[src/rtl/tsense_pkg.sv]
package tsense_pkg;
  localparam int unsigned CODE_W = 12;
  // word indices (byte offset / 4)
  localparam int unsigned IDX_MODE   = 0;
  localparam int unsigned IDX_START  = 1;
  localparam int unsigned IDX_RESULT = 3;
  localparam int unsigned IDX_STATUS = 4;
  localparam int unsigned IDX_TRIM0  = 6;
  localparam logic [1:0]  MODE_NORMAL = 2'b11;
endpackage

[src/rtl/tsense_tick.sv]
module tsense_tick #(
  parameter int unsigned DIV = 50
) (
  input  logic clk,
  input  logic rst_n,
  input  logic en,
  output logic tick
);
  generate
    if (DIV <= 1) begin : g_pass
      logic unused_in;
      assign unused_in = clk ^ rst_n;
      assign tick = en;
    end else begin : g_div
      localparam int unsigned CW = $clog2(DIV);
      logic [CW-1:0] cnt_q;
      assign tick = en && (cnt_q == CW'(DIV - 1));
      always_ff @(posedge clk or negedge rst_n) begin
        if (!rst_n)       cnt_q <= '0;
        else if (!en)     cnt_q <= '0;
        else if (tick)    cnt_q <= '0;
        else              cnt_q <= cnt_q + 1'b1;
      end
    end
  endgenerate
endmodule

[src/rtl/tsense_seq.sv]
module tsense_seq #(
  parameter int unsigned SETTLE_TICKS = 60,
  parameter int unsigned PERIOD_TICKS = 20
) (
  input  logic clk,
  input  logic rst_n,
  input  logic normal,
  input  logic start_on,
  input  logic tick,
  output logic settled,
  output logic run,
  output logic conv_go
);
  localparam int unsigned SW = $clog2(SETTLE_TICKS + 1);
  localparam int unsigned PW = $clog2(PERIOD_TICKS + 1);
  localparam logic [PW-1:0] P_LAST = PW'(PERIOD_TICKS - 1);

  logic [SW-1:0] settle_q;
  logic [PW-1:0] phase_q;

  assign run     = normal && settled && start_on;
  assign conv_go = run && tick && (phase_q == P_LAST);

  // settle interval: counted in ticks from normal-mode entry
  always_ff @(posedge clk or negedge rst_n) begin
    if (!rst_n) begin
      settle_q <= '0;
      settled  <= 1'b0;
    end else if (!normal) begin
      settle_q <= '0;
      settled  <= 1'b0;
    end else if (tick && !settled) begin
      if (settle_q == SW'(SETTLE_TICKS - 1)) settled <= 1'b1;
      else                                   settle_q <= settle_q + 1'b1;
    end
  end

  // period phase: parked at the last slot so the first tick of a run fires
  always_ff @(posedge clk or negedge rst_n) begin
    if (!rst_n)        phase_q <= P_LAST;
    else if (!run)     phase_q <= P_LAST;
    else if (tick)     phase_q <= (phase_q == P_LAST) ? '0 : phase_q + 1'b1;
  end
endmodule

[src/rtl/tsense_ctl.sv]
module tsense_ctl
  import tsense_pkg::*;
#(
  parameter int unsigned TICK_DIV     = 50,
  parameter int unsigned SETTLE_TICKS = 60,
  parameter int unsigned PERIOD_TICKS = 20,
  parameter int unsigned ADDR_W       = 8,
  parameter int unsigned TRIM_N       = 2
) (
  input  logic                     clk,
  input  logic                     rst_n,
  input  logic                     reg_we,
  input  logic [ADDR_W-1:0]        reg_addr,
  input  logic [31:0]              reg_wdata,
  output logic [31:0]              reg_rdata,
  input  logic [TRIM_N-1:0]        trim_valid,
  input  logic [TRIM_N*CODE_W-1:0] trim_code,
  output logic                     conv_go,
  input  logic                     samp_valid,
  output logic                     samp_ready,
  input  logic [CODE_W-1:0]        samp_code
);
  localparam int unsigned IW = ADDR_W - 2;

  logic [IW-1:0]       widx;
  logic [1:0]          mode_q;
  logic                start_q;
  logic [CODE_W-1:0]   result_q;
  logic                normal, normal_nxt, wr_mode, wr_start;
  logic                tick, settled, run;
  logic [31:0]         trim_word [TRIM_N];
  logic                unused_bits;

  assign widx        = reg_addr[ADDR_W-1:2];
  assign unused_bits = ^{reg_addr[1:0], reg_wdata[31:2]};
  assign wr_mode     = reg_we && (widx == IW'(IDX_MODE));
  assign wr_start    = reg_we && (widx == IW'(IDX_START));
  assign normal      = (mode_q == MODE_NORMAL);
  assign normal_nxt  = wr_mode ? (reg_wdata[1:0] == MODE_NORMAL) : normal;

  always_ff @(posedge clk or negedge rst_n) begin
    if (!rst_n)       mode_q <= '0;
    else if (wr_mode) mode_q <= reg_wdata[1:0];
  end

  always_ff @(posedge clk or negedge rst_n) begin
    if (!rst_n)          start_q <= 1'b0;
    else if (!normal_nxt) start_q <= 1'b0;
    else if (wr_start)   start_q <= reg_wdata[0];
  end

  tsense_tick #(.DIV(TICK_DIV)) u_tick (
    .clk  (clk),
    .rst_n(rst_n),
    .en   (normal),
    .tick (tick)
  );

  tsense_seq #(
    .SETTLE_TICKS(SETTLE_TICKS),
    .PERIOD_TICKS(PERIOD_TICKS)
  ) u_seq (
    .clk     (clk),
    .rst_n   (rst_n),
    .normal  (normal),
    .start_on(start_q),
    .tick    (tick),
    .settled (settled),
    .run     (run),
    .conv_go (conv_go)
  );

  assign samp_ready = run;

  always_ff @(posedge clk or negedge rst_n) begin
    if (!rst_n)                        result_q <= '0;
    else if (samp_valid && samp_ready) result_q <= samp_code;
  end

  generate
    for (genvar i = 0; i < TRIM_N; i++) begin : g_trim
      assign trim_word[i] = {trim_valid[i], {(31-CODE_W){1'b0}},
                             trim_code[i*CODE_W +: CODE_W]};
    end
  endgenerate

  always_comb begin
    reg_rdata = '0;
    case (widx)
      IW'(IDX_MODE):   reg_rdata = {30'd0, mode_q};
      IW'(IDX_START):  reg_rdata = {31'd0, start_q};
      IW'(IDX_RESULT): reg_rdata = {{(32-CODE_W){1'b0}}, result_q};
      IW'(IDX_STATUS): reg_rdata = {31'd0, run};
      default: begin
        for (int i = 0; i < TRIM_N; i++)
          if (widx == IW'(IDX_TRIM0 + i)) reg_rdata = trim_word[i];
      end
    endcase
  end
endmodule

[config.mk]
export PLATFORM = sky130hd
export DESIGN_NAME = tsense_ctl
export DESIGN_NICKNAME = d
export VERILOG_FILES = /design/src/rtl/tsense_pkg.sv /design/src/rtl/tsense_tick.sv /design/src/rtl/tsense_seq.sv /design/src/rtl/tsense_ctl.sv
export SDC_FILE = /design/constraint.sdc
export NUM_CORES = 1
export LEC_CHECK = 0
export BUFFER_PORTS_ARGS = -buffer_cell sky130_fd_sc_hd__buf_2
export CELL_PAD_IN_SITES_DETAIL_PLACEMENT = 1
export CELL_PAD_IN_SITES_GLOBAL_PLACEMENT = 1
export CORE_ASPECT_RATIO = 0.9
export CORE_MARGIN = 2
export CORE_UTILIZATION = 34
export CTS_CLUSTER_DIAMETER = 120
export DETAILED_ROUTE_END_ITERATION = 16
export PLACE_DENSITY_LB_ADDON = 0.08
export SLEW_MARGIN = 20
export SYNTH_ARGS = -nofsm -noshare
export SYNTH_HDL_FRONTEND = slang
export SYNTH_SLANG_ARGS = --single-unit
[constraint.sdc]
create_clock -name clk -period 3.8 [get_ports clk]
set_input_delay 0.38 -clock clk [delete_from_list [all_inputs] [get_ports clk]]
set_output_delay 0.38 -clock clk [all_outputs]
set_load 0.01 [all_outputs]
==> metrics, run 1 <==
Synth Area in Compound Gates=13.6%; status=completed; Worst EP arrival=2.23 ns; worst-margin pin slew=0.893 ns; CTS-repair resized insts=0; path depth of the worst reg2reg path=4; largest net degree at the start of global routing=34; CTS Root Cell=clkbuf_8; hold_buf cts=0; most common cell after layout, fill and taps aside=buf_2; dpl hpwl=3540 um; Die H=76.8 um; leakage power=1.29 nW; Die Width=84.9 um; ant diodes=0; most frequent cells in the layout=64 x buf_2, 30 x dfrtp_1, 21 x nor2_1, 19 x conb_1; Cell Pwr Density=312 nW/um^2; final count of hold timing violations=0; ys async rst share=100%; Clock Latency Late Sink=0.28 ns; initial antenna violation count=0; post-synthesis simple-gate area fraction=18.8%; total gr overflow=0; I/O Buffers=64; CP max FO=13; Max Transition Viols Final=0; Num CTS Buffers=5; DR pass1 iterations=4; Routability Congestion=0.731; Hold Slack=0.153 ns; critical path type=input port to output pin; Fmax=384 MHz; DR vias/cell=4.97; flop2flop setup slack=1.86 ns; Place WS=1.17 ns; first-pass GRT wire length=8030 um; synth unique cells=42; flops & latches, synth=33; total length of routed wires=4650 um; max_cap viols=0; crit end category=output pin; Setup Fix Bufs, Post-CTS=0; starting DRC count in detailed routing=58; setup TNS=0 ns; area grow syn2layout=19.9%; vias in the first global route=1634; Slew HR=40.2%; most used flip-flop cell after synthesis=dfrtp_1; # IOs=116; number of synthesized flops with an enable pin=0; Worst EP required=3.42 ns; total number of vias=1669; drt drc=0; share of cells above drive strength 1=35.0%; Die Area=6520 sq um; post-synthesis mux area share=9.87%; register area=830 sq um; mapped cell area=2000 sq um; Worst-path clk slew=0.07 ns; FF-to-FF Start=u_seq.settled; Warnings, synthesis=0; XOR/XNOR Fraction of Synth Area=3.50%; final net count=351; Final WS setup=1.19 ns; combinational family with the most area after synthesis=simple AND/OR/NAND/NOR gates; routed len/inst=13.9 um; initial core utilization=35.2%; Area contributors post-synth=dfrtp_1 37%, buf_4 7.9%, mux2_2 7.9%; Longest Clk Path Bufs=2; Post-Synth Adder-Cell Area=2.50%; minimum clock period=2.61 ns; crit path launch type=input port; CTS tree=done; Finish-stage setup viols=0; register area share after synthesis=41.4%; Routed Antenna Nets=0; peak supply drop=194 uV; area leader, netlist=dfrtp_1; Synth Area per Inst=9.87 sq um; area of the multi-input gates=1040 sq um; fill count=698; row count=26; R2R Path End=result_q[0]; GR Util All Layers=15.4%; clk sinks=33; unrepaired setup endpoints after global routing=false; Max H-tree Level=2; Mapped Cells=203; period utilization=68.6%; Hold Crit Class=input port to async pin; core area=5690 sq um; Worst Skew=0.00537 ns; share of the synthesized area in the top cell type=37.5%
cell usage after synthesis, types with 3 or more instances:
| cell type | count |
|---|---|
| a21o_1 | 10 |
| a21oi_1 | 5 |
| a22o_1 | 11 |
| a31oi_1 | 3 |
| and2_1 | 3 |
| and3_1 | 3 |
| buf_2 | 3 |
| buf_4 | 21 |
| dfrtp_1 | 30 |
| dfstp_2 | 3 |
| ha_1 | 4 |
| inv_1 | 3 |
| mux2_2 | 14 |
| mux2i_1 | 4 |
| nand2_1 | 14 |
| nand3_1 | 10 |
| nand4_1 | 5 |
| nor2_1 | 21 |
| o21ai_0 | 3 |
| xor2_1 | 6 |
per-stage QoR:
| stage | instance area [sq um] | cells | power [mW] | utilization (%) |
|---|---|---|---|---|
| 4_1_cts | 2400 | 336 | 0.762 | 42.2 |
| 6_report | 2400 | 336 | 0.749 | 42.2 |
| 2_1_floorplan | 2070 | 221 | 0.403 | - |
| 3_5_place_dp | 2290 | 328 | 0.426 | 40.2 |
| 5_1_grt | 2400 | 336 | 0.789 | 42.2 |
| 3_3_place_gp | 2290 | 328 | 0.426 | 40.2 |
cells by family after synthesis:
family / Yosys count
simple gates: 72
compound gates: 37
flops: 33
buf+inv: 30
mux: 18
xor+xnor: 8
fa+ha+maj: 4
other cells: 1
area by class of cell:
| type | instances | share of cell area [%] |
|---|---|---|
| Multi-Input combinational cell | 158 | 43.2 |
| Sequential cell | 33 | 34.5 |
| Timing Repair Buffer | 64 | 13.3 |
| Tap cell | 70 | 3.65 |
| Clock buffer | 5 | 2.86 |
| Clock inverter | 3 | 1.93 |
| Inverter | 3 | 0.469 |
routing by layer:
layer	vias to the layer above	GRT usage (%)	share of wire, %
met5	-	0	0
met4	0	3.81	0.58
met3	2	5.17	6.0
met2	53	24.6	47
met1	805	20.1	47
li1	809	-	-
worst max-delay path by stage:
stage                     slack, ns  cells past startpoint   startpoint            end
after CTS                      1.17                      6  reg_addr[7]   reg_rdata[5]
after global placement         1.17                      6  reg_addr[7]   reg_rdata[2]
final                          1.19                      6  reg_addr[7]   reg_rdata[5]
after detailed placement       1.17                      6  reg_addr[7]   reg_rdata[5]
after floorplan                1.86                      5  reg_addr[7]  reg_rdata[10]
after global routing           1.03                      6  reg_addr[7]   reg_rdata[6]
critical path: stages:
cell and delay [ns]:
buf_2 0.10, or4b_1 0.55, nor2_1 0.72, a22o_1 0.27, a21o_1 0.08, buf_2 0.12
state kept, by name (all words and copies together), names as in the netlist:
name,flops
result_q,12
u_seq.settle_q,6
u_tick.g_div.cnt_q,6
u_seq.phase_q,5
mode_q,2
start_q,1
u_seq.settled,1
power by group:
part / internal [mW] / total, mW / switching, mW
clock network: 0.196 / 0.331 / 0.135
logic: 0.0257 / 0.0597 / 0.0339
registers: 0.355 / 0.359 / 0.00416
total: 0.576 / 0.749 / 0.173
(Power assumes the default switching activity.)
==> inputs of run 2 (changes only) <==
ABC_AREA = 1   (was unset)
CORE_UTILIZATION = 30   (was 34)
clock period = 2.4 ns   (was 3.8 ns; I/O delays follow)
==> run 2 against run 1 <==
Effect of this change:
- synthesized cell count rose by 54%
- clock skew barely moved
- clock power rose by 27%
- worst hold slack got worse by 0.12 ns
- utilization fell by 5.5 points
- flip-flop and latch count did not move
- non-clock buffer count did not move
- sequential share of layout area fell by 2.2 points
- combinational power rose by 130%
- design area rose by 6.9%
- sequential power rose by 62%
- critical endpoint is now conv_go
==> metrics, run 2 <==
cell seen most often among critical-path stages=inv_1; Cells after DPL=462 (+41%); DR pass1 iterations=4 (unchanged); GR Util All Layers=14.3% (-1.0 points); worst-margin pin slew=0.763 ns (-0.130 ns); Cell Pwr Density=444 nW/um^2 (+42%); Max Transition Viols Final=0 (unchanged); Routability Congestion=0.730 (-0.18%); most used flip-flop cell after synthesis=dfrtp_1; fin cells=470 (+40%); Sw Pwr=0.291 mW (+68%); CP max FO=7 (-6); unrepaired setup endpoints after global routing=false; peak supply drop=361 uV (+86%); Worst EP arrival=1.58 ns (-0.65 ns); Num CTS Buffers=5 (unchanged); top flop regs=result_q: 12 flops, u_seq.settle_q: 6 flops, u_tick.g_div.cnt_q: 6 flops; logic gate share of total power=12.1% (+4.1 points); met3 usage=2.51% (-2.7 points); final net count=462 (+32%); crit path launch type=register; CTS Root Cell=clkbuf_8; area of the multi-input gates=1110 sq um (+6.7%); Hold Crit Class=input port to async pin; cell with the most instances after synthesis=nand2_1; Routed Antenna Nets=0 (unchanged); Worst EP required=2.16 ns (-1.26 ns); max FFs per register=12 (unchanged); peak per-stage delay on the critical path=0.41 ns (-0.31 ns); ys async rst share=100% (unchanged); setup TNS=0 ns (unchanged); most common cell after layout, fill and taps aside=nand2_1; Slew HR=49.1% (+8.9 points); initial core utilization=30.9% (-4.3 points); Worst Skew=0.00582 ns (+0.000441 ns); total number of vias=2036 (+22%); Clock Latency Late Sink=0.27 ns (about the same); CTS-repair resized insts=0 (unchanged); Reg power frac=50.9% (+3.0 points); row count=29 (+12%); register area share after synthesis=38.4% (-3.0 points); period utilization=75.9%; Die Area=7900 sq um (+21%); largest reg by FF count=result_q; ant diodes=0 (unchanged); DR vias/cell=4.33 (-13%); share of cells above drive strength 1=22.8% (-12 points); routed len/inst=11.7 um (-15%); Fmax=549 MHz; synth unique cells=26 (-38%); drt drc=0 (unchanged); met1 global-route usage=19.8% (-0.23 points); internal power=0.849 mW (+47%); clk sinks=33 (unchanged); Post-DP Area=2480 sq um (+8.3%); critical path type=register to output pin; crit end category=output pin; CP max stage cell=dfrtp_1; area grow syn2layout=18.7%; Mapped Cells=312 (+54%); Net Sw Frac=25.5% (+2.4 points); CTS tree=done; leakage power=1.42 nW (+9.8%); I/O Buffers=64 (unchanged); share of the synthesized area in the top cell type=34.7% (-2.8 points); core area=7000 sq um (+23%); hold_buf cts=0 (unchanged); status=completed; area leader, netlist=dfrtp_1; Setup Fix Bufs, Post-CTS=0 (unchanged); Util after Layout=36.7% (-5.5 points); flops & latches, synth=33 (unchanged); vias in the first global route=2062 (+26%); initial antenna violation count=0 (unchanged); # IOs=116 (unchanged); Area contributors post-synth=dfrtp_1 35%, nand2_1 20%, nand3_1 8.6%; GR Util met2=23.3% (-1.3 points); number of synthesized flops with an enable pin=0 (unchanged); CP cell instances=inv_1, ha_1, nand3_1, inv_1, nand2_2, nor2_1, nand2_1, inv_1, buf_2; first-pass GRT wire length=9300 um (+16%); Longest Clk Path Bufs=2 (unchanged); dpl hpwl=4300 um (+21%); register area=830 sq um (unchanged); top cells by count, synth=113 x nand2_1, 43 x nor2_1, 37 x nand3_1; Hold Slack=0.0336 ns (-0.119 ns); total length of routed wires=5510 um (+18%); total gr overflow=0 (unchanged); mapped cell area=2160 sq um (+7.9%); Die Width=93.5 um (+10%); largest net degree at the start of global routing=34 (unchanged); Finish-stage setup viols=0 (unchanged); Finished Cell Area=2570 sq um (+6.9%); max_cap viols=0 (unchanged); final count of hold timing violations=0 (unchanged); Worst-path clk slew=0.07 ns (about the same); Die H=84.5 um (+10%); minimum clock period=1.82 ns; fill count=924 (+32%); Synth Area per Inst=6.93 sq um (-30%); most frequent cells in the layout=113 x nand2_1, 64 x buf_2, 43 x nor2_1, 37 x nand3_1, 30 x dfrtp_1; grt peak-use layer=met2; Max H-tree Level=2 (unchanged); starting DRC count in detailed routing=83 (+43%); clock group share of total power=37.0% (-7.2 points); Warnings, synthesis=0 (unchanged)
-- run 2: layer usage --
metal	vias up	routed length, um
li1	1058	-
met2	60	2380
met1	913	2690
met3	5	392
met4	0	48
met5	-	0
-- run 2: layout make-up --
type | count | area share, %
multi-input cells | 246 | 43.2
well taps | 93 | 4.53
inverters | 26 | 4.00
repair buffers | 64 | 12.5
clock buffers | 8 | 3.51
flip-flops and latches | 33 | 32.3
-- run 2: metrics by stage --
step                power, mW  worst slack (ns)
floorplan               0.678              1.11
global placement        0.731             0.622
detailed placement      0.731             0.584
CTS                      1.16             0.561
global route             1.21             0.418
finish                   1.14             0.579
-- run 2: worst paths after layout --
kind / endpoint / slack (ns) / startpoint / cells after the start
worst min register to register: result_q[9] / 0.48 / result_q[9] / 2
max in group asynchronous: result_q[3] / 1.88 / rst_n / 1
worst max-delay path: conv_go / 0.58 / u_tick.g_div.cnt_q[1] / 9
worst min-delay path: u_seq.settle_q[3] / 0.03 / rst_n / 1
min in group clk: mode_q[1] / 0.18 / reg_wdata[1] / 3
worst max register to register: u_seq.settle_q[2] / 0.80 / u_tick.g_div.cnt_q[1] / 9
-- run 2: power by group through the flow --
stage                     logic (mW)  registers [mW]  clock network (mW)
after CTS                      0.141           0.581               0.442
after global placement         0.141           0.591                   0
after floorplan               0.0897           0.589                   0
final                          0.138           0.581               0.422
after detailed placement       0.140           0.591                   0
after global routing           0.161           0.582               0.464
-- run 2: cells by family after synthesis --
family	Yosys count	share of synthesized area (%)
and+or+nand+nor	210	41.3
buffers and inverters	51	13.5
AOI/OAI and AO/OA	7	1.91
xor gates and xnor gates	6	2.43
adders and majority gates	4	2.31
other	1	0.173
DFF	33	38.4
-- run 2: worst max-delay path, delay by kind of cell (launching register included) --
kind,cells,cell delay (ns)
adder cells (fa/ha/maj),1,0.13
flip-flops,1,0.41
AND/OR/NAND/NOR,4,0.46
buffers and inverters,4,0.32
